### config.mk
export PLATFORM = sky130hd
export DESIGN_NAME = sd_clk_divider
export DESIGN_NICKNAME = d
export VERILOG_FILES = /design/src/rtl/sdclk_pkg.sv /design/src/rtl/sdclk_div_reg.sv /design/src/rtl/sdclk_ratio_sel.sv /design/src/rtl/sdclk_phase_gen.sv /design/src/rtl/sd_clk_divider.sv
export SDC_FILE = /design/constraint.sdc
export NUM_CORES = 1
export LEC_CHECK = 0
export BUFFER_PORTS_ARGS = -buffer_cell sky130_fd_sc_hd__buf_4
export CORE_MARGIN = 2
export CORE_UTILIZATION = 30
export DETAILED_ROUTE_END_ITERATION = 10
export SKIP_LAST_GASP = 1
export SLEW_MARGIN = 25
export SYNTH_ARGS = -nofsm -noshare
export SYNTH_HDL_FRONTEND = slang
export SYNTH_HIERARCHICAL = 1
export SYNTH_SLANG_ARGS = --single-unit
export TNS_END_PERCENT = 100
### constraint.sdc
create_clock -name clk_i -period 8.04 [get_ports clk_i]
set_input_delay 1.206 -clock clk_i [delete_from_list [all_inputs] [get_ports clk_i]]
set_output_delay 1.206 -clock clk_i [all_outputs]
set_load 0.03 [all_outputs]
### src/rtl/sdclk_pkg.sv
package sdclk_pkg;
  localparam int unsigned DivW     = 11;
  localparam int unsigned DataBits = 3;
  localparam int unsigned RstDiv   = 507;
endpackage

### src/rtl/sdclk_div_reg.sv
module sdclk_div_reg #(
  parameter int unsigned DIV_W   = 11,
  parameter int unsigned RST_DIV = 507
) (
  input  logic             clk_i,
  input  logic             rst_ni,
  input  logic             div_we_i,
  input  logic [DIV_W-1:0] div_wdata_i,
  input  logic             cfg_we_i,
  input  logic             cfg_slow_i,
  output logic [DIV_W-1:0] div_o,
  output logic             slow_o
);
  always_ff @(posedge clk_i or negedge rst_ni) begin
    if (!rst_ni) begin
      div_o  <= DIV_W'(RST_DIV);
      slow_o <= 1'b0;
    end else begin
      if (div_we_i) div_o  <= div_wdata_i;
      if (cfg_we_i) slow_o <= cfg_slow_i;
    end
  end

  p_div_write_r6: assert property (@(posedge clk_i) disable iff (!rst_ni)
    !div_we_i |=> $stable(div_o));
endmodule

### src/rtl/sdclk_ratio_sel.sv
module sdclk_ratio_sel #(
  parameter int unsigned DIV_W     = 11,
  parameter int unsigned DATA_BITS = 3,
  localparam int unsigned RATIO_W  = DIV_W + 1
) (
  input  logic [DIV_W-1:0]   div_i,
  input  logic               slow_i,
  input  logic               data_mode_i,
  output logic [RATIO_W-1:0] ratio_o
);
  logic [DIV_W-1:0] data_div;

  generate
    if (DATA_BITS >= DIV_W) begin : g_full
      assign data_div = div_i;
    end else begin : g_trunc
      assign data_div = {{(DIV_W-DATA_BITS){1'b0}}, div_i[DATA_BITS-1:0]};
    end
  endgenerate

  always_comb begin
    if (data_mode_i && !slow_i) ratio_o = RATIO_W'(data_div) + RATIO_W'(2);
    else                        ratio_o = RATIO_W'(div_i) + RATIO_W'(2);
  end

  always_comb begin
    p_data_cap_r4: assert (!(data_mode_i && !slow_i) ||
                           (32'(ratio_o) <= (32'd1 << DATA_BITS) + 32'd1));
  end
endmodule

### src/rtl/sdclk_phase_gen.sv
module sdclk_phase_gen #(
  parameter int unsigned RATIO_W   = 12,
  parameter int unsigned RST_RATIO = 509
) (
  input  logic               clk_i,
  input  logic               rst_ni,
  input  logic [RATIO_W-1:0] ratio_i,
  output logic               sd_clk_o,
  output logic               rise_o,
  output logic               fall_o
);
  logic [RATIO_W-1:0] cnt_q, cnt_d, ratio_q, ratio_d, hi_d;
  logic               wrap;

  assign wrap    = (cnt_q == ratio_q - RATIO_W'(1));
  assign cnt_d   = wrap ? '0 : cnt_q + RATIO_W'(1);
  assign ratio_d = wrap ? ratio_i : ratio_q;
  assign hi_d    = (ratio_d + RATIO_W'(1)) >> 1;

  always_ff @(posedge clk_i or negedge rst_ni) begin
    if (!rst_ni) begin
      ratio_q  <= RATIO_W'(RST_RATIO);
      cnt_q    <= RATIO_W'(RST_RATIO - 1);
      sd_clk_o <= 1'b0;
      rise_o   <= 1'b0;
      fall_o   <= 1'b0;
    end else begin
      ratio_q  <= ratio_d;
      cnt_q    <= cnt_d;
      sd_clk_o <= (cnt_d < hi_d);
      rise_o   <= (cnt_d == '0);
      fall_o   <= (cnt_d == hi_d);
    end
  end

  p_rise_edge_r7: assert property (@(posedge clk_i) disable iff (!rst_ni)
    $rose(sd_clk_o) |-> rise_o);
  p_fall_edge_r7: assert property (@(posedge clk_i) disable iff (!rst_ni)
    $fell(sd_clk_o) |-> fall_o);
  p_strobe_excl_r7: assert property (@(posedge clk_i) disable iff (!rst_ni)
    $onehot0({rise_o, fall_o}));
  p_ratio_hold_r6: assert property (@(posedge clk_i) disable iff (!rst_ni)
    !wrap |=> $stable(ratio_q));
  p_cnt_range_r2: assert property (@(posedge clk_i) disable iff (!rst_ni)
    cnt_q < ratio_q);
  p_min_ratio_r8: assert property (@(posedge clk_i) disable iff (!rst_ni)
    ratio_q >= RATIO_W'(2));
endmodule

### src/rtl/sd_clk_divider.sv
module sd_clk_divider #(
  parameter int unsigned DIV_W     = sdclk_pkg::DivW,
  parameter int unsigned DATA_BITS = sdclk_pkg::DataBits,
  parameter int unsigned RST_DIV   = sdclk_pkg::RstDiv
) (
  input  logic             clk_i,
  input  logic             rst_ni,
  input  logic             div_we_i,
  input  logic [DIV_W-1:0] div_wdata_i,
  input  logic             cfg_we_i,
  input  logic             cfg_slow_i,
  input  logic             data_mode_i,
  output logic             sd_clk_o,
  output logic             clk_rise_o,
  output logic             clk_fall_o
);
  localparam int unsigned RatioW   = DIV_W + 1;
  localparam int unsigned RstRatio = RST_DIV + 2;

  logic [DIV_W-1:0]  div_q;
  logic              slow_q;
  logic [RatioW-1:0] ratio;

  sdclk_div_reg #(.DIV_W(DIV_W), .RST_DIV(RST_DIV)) u_reg (
    .clk_i       (clk_i),
    .rst_ni      (rst_ni),
    .div_we_i    (div_we_i),
    .div_wdata_i (div_wdata_i),
    .cfg_we_i    (cfg_we_i),
    .cfg_slow_i  (cfg_slow_i),
    .div_o       (div_q),
    .slow_o      (slow_q)
  );

  sdclk_ratio_sel #(.DIV_W(DIV_W), .DATA_BITS(DATA_BITS)) u_sel (
    .div_i       (div_q),
    .slow_i      (slow_q),
    .data_mode_i (data_mode_i),
    .ratio_o     (ratio)
  );

  sdclk_phase_gen #(.RATIO_W(RatioW), .RST_RATIO(RstRatio)) u_gen (
    .clk_i    (clk_i),
    .rst_ni   (rst_ni),
    .ratio_i  (ratio),
    .sd_clk_o (sd_clk_o),
    .rise_o   (clk_rise_o),
    .fall_o   (clk_fall_o)
  );
endmodule

==> results by group <==
Finish
  – Area grow syn2layout: 8.902%
  – Share of layout cells above drive strength 1: 23.93%
  – Layout Utilization: 33.51%
  – Nets: 357
  – N_diodes: 0
  – Fillers: 1012

Clock tree
  – H-Tree Depth: 2
  – Clk sinks: 39
  – Worst skew pair latency: 0.30 ns
  – CTS clk-pin slew, worst paths: 0.08 ns
  – Postcts setup bufs: 0
  – Clock tree buffer depth: 2
  – Root Driver: clkbuf_8
  – Gates resized, CTS repair: 0
  – Total CTS buffers: 5
  – CTS tree: yes
  – Hold Buf Count CTS: 0

Hold path
  – Hold crit path type: reg -> reg
  – Hold path cells: 2

Global routing
  – Met3 Resource Use GR: 2.193%
  – Largest net degree at the start of global routing: 40
  – GR Util met2: 20.16%
  – GRT Overall Usage: 12.43%
  – Vias in the first global route: 2239
  – Met1 Usage GRT: 16.50%
  – Initial antenna violation count: 0
  – First-pass GRT wire length: 10970 um
  – Most Used Layer, Global Route: met2
  – GRT Residual Overflow: 0

Worst setup path
  – WP data arrival: 5.23 ns
  – Worst reg-to-reg path cell count: 23
  – Crit-path cells: inv_1, ha_1, xnor2_1, xnor2_1, or4_1, nor4_2, and4_4, nand2_1, o21ai_0, ha_1, nand3_1, nor2_1, xor2_1, o21ai_0, ha_1, a21o_1, a21oi_1, nor2b_1, o21ai_0, nand2b_1, a21oi_1, nor2b_1, nor4_1
  – Crit Path Max Fanout: 39
  – Worst Setup Start Kind: flop
  – Critical Path Sink Type: flop
  – Worst path slowest cell: and4_4
  – Crit path largest cell delay: 0.59 ns
  – CP Class: reg -> reg
  – Req. time, crit path: 8.24 ns

Synthesis
  – Most frequent cells after synthesis: 27 x nor2_1, 26 x xor2_1, 25 x nand2_1
  – Synth area leader: dfstp_2
  – Synth Flop Type: dfstp_2
  – Post-synth cell types: 47
  – Mapped Area: 0.003008 mm2
  – Mapped Cells: 316
  – Async S/R FF share, synth: 100.0%
  – Area contributors post-synth: dfstp_2 20%, dfrtp_1 13%, xor2_1 7.6%, mux2_4 6.5%, ha_1 6.2%
  – Synth top area share: 20.09%
  – Yosys reg bits: 39
  – Syn. warnings: 6
  – Share of the yosys chip area belonging to registers: 33.40%
  – Synthesized Nets: 348
  – Count leader, synth: nor2_1
  – EDFF count, synth: 0
  – Avg Inst Size Synth: 9.519 um2

Routing
  – Total routed wirelength: 6457 um
  – DRT Pass-1 Iters: 4
  – Post-route antenna net violation count: 0
  – DRC Markers: 0
  – Vias: 2286
  – Number of vias per cell: 4.980
  – Routed len/inst: 14.07 um
  – Iteration-0 DRC Markers: 164

STA
  – Hold slack: 0.5181 ns
  – Min Tclk post-route: 5.030 ns
  – Worst-margin pin slew: 0.5036 ns
  – Period utilisation layout: 62.56%
  – Unrepaired setup endpoints after global routing: false
  – Setup violators final: 0
  – Setup TNS: 0 ns
  – Setup Skew: 0.007532 ns
  – Max frequency: 198.8 MHz
  – Worst slew margin: 66.43%
  – Final Hold Viols: 0
  – Max-slew violation count: 0

Die
  – Die X: 104.1 um
  – # IOs: 20
  – DIE HEIGHT: 104.1 um
  – Row count: 36
  – Die area: 0.01084 mm2
  – Initial Util: 30.77%
  – Core area: 0.009774 mm2

Pwr
  – Max VDD drop: 0.00008080 V
  – Leak: 0.001338 uW
  – PD cells: 118.4 mW/mm2

Placed design
  – I/O Buffers: 19
  – Hpwl dp: 4874 um
  – Placer Congestion: 0.8307

Run
  – MaxCap Viol Count: 0

Status
  – Run status: finished clean
[logic make-up (layout without fill, tap and decap cells)]
| kind of cell | count (synthesis) | after routing | synth area share (%) |
|---|---|---|---|
| XOR/XNOR | 46 | 46 | 13.39 |
| flip-flops | 39 | 39 | 33.40 |
| AND/OR/NAND/NOR | 128 | 128 | 22.80 |
| adder cells (fa/ha/maj) | 15 | 15 | 6.240 |
| buffers and inverters | 24 | 34 | 5.075 |
| multiplexers | 30 | 30 | 12.56 |
| AO/OA/AOI/OAI | 34 | 34 | 6.531 |
[stage by stage]
step | worst slack (ns) | cell area (um2) | power (uW) | instances
after detailed placement | 3.079 | 3191 | 261.0 | 451
after floorplan | 3.446 | 3008 | 244.3 | 316
final | 3.010 | 3276 | 387.7 | 459
after global routing | 2.621 | 3276 | 411.5 | 459
after global placement | 3.250 | 3191 | 259.9 | 451
after CTS | 3.047 | 3276 | 393.7 | 459
[final cells by class]
| cell class | count | area (um2) | share of cell area, % |
|---|---|---|---|
| well taps | 133 | 166.4 | 5.080 |
| repair buffers | 19 | 142.6 | 4.354 |
| clock inverters | 2 | 12.51 | 0.3820 |
| clock buffers | 6 | 72.57 | 2.215 |
| inverters | 7 | 26.28 | 0.8021 |
| multi-input cells | 253 | 1851 | 56.49 |
| flip-flops and latches | 39 | 1005 | 30.67 |
[power breakdown]
part / switching (uW) / leakage [uW] / internal, uW
Combinational: 22.3 / 0.000847 / 21.2
Sequential: 7.68 / 0.000450 / 206
Clock: 70.0 / 0.0000412 / 60.6
[critical path, delay by kind of cell (launching register included)]
kind                       cells  cell delay, ns
xor gates and xnor gates       3            0.45
buffers and inverters          1            0.08
adders and majority gates      3            0.95
and+or+nand+nor               10            2.03
AOI/OAI and AO/OA              6            0.81
DFF                            1            0.57
[metal layers]
metal | vias to the layer above | wire [um] | share of wire, %
met3 | 10 | 215 | 3.3
met5 | - | 0 | 0
met1 | 1109 | 2972 | 46
li1 | 1122 | - | -
met2 | 45 | 3119 | 48
met4 | 0 | 149 | 2.3
[cell usage in the layout, fill, tap and decap left out, drive strengths merged, types with 5 or more instances in the layout]
cell type	n
nand4	10
nor2	27
buf	19
nand2	25
xor2	26
mux2	23
nor2b	7
a21oi	10
clkbuf	6
dfstp	23
dfrtp	16
and3	6
xnor2	20
o21ai	15
mux2i	7
inv	7
or3	5
nor3	5
ha	15
nand3	23
[worst paths after layout]
check | startpoint | to | slack (ns)
setup / recovery | u_gen/ratio_q[0] | u_gen/sd_clk_o | 3.01
max in group asynchronous | rst_ni | u_gen/cnt_q[2] | 6.79
hold / removal | u_reg/div_o[0] | u_gen/ratio_q[0] | 0.52
hold reg to reg | u_reg/div_o[0] | u_gen/ratio_q[0] | 0.52
setup reg to reg | u_gen/ratio_q[0] | u_gen/sd_clk_o | 3.01
min in group asynchronous | rst_ni | u_reg/div_o[9] | 0.88
[flip-flops by register name, summed over array words and instances (netlist names)]
name,flops
u_reg/slow_o,1
u_gen/rise_o,1
u_gen/cnt_q,12
u_gen/fall_o,1
u_gen/ratio_q,12
u_gen/sd_clk_o,1
u_reg/div_o,11
Power figures use the tool's default switching activity.
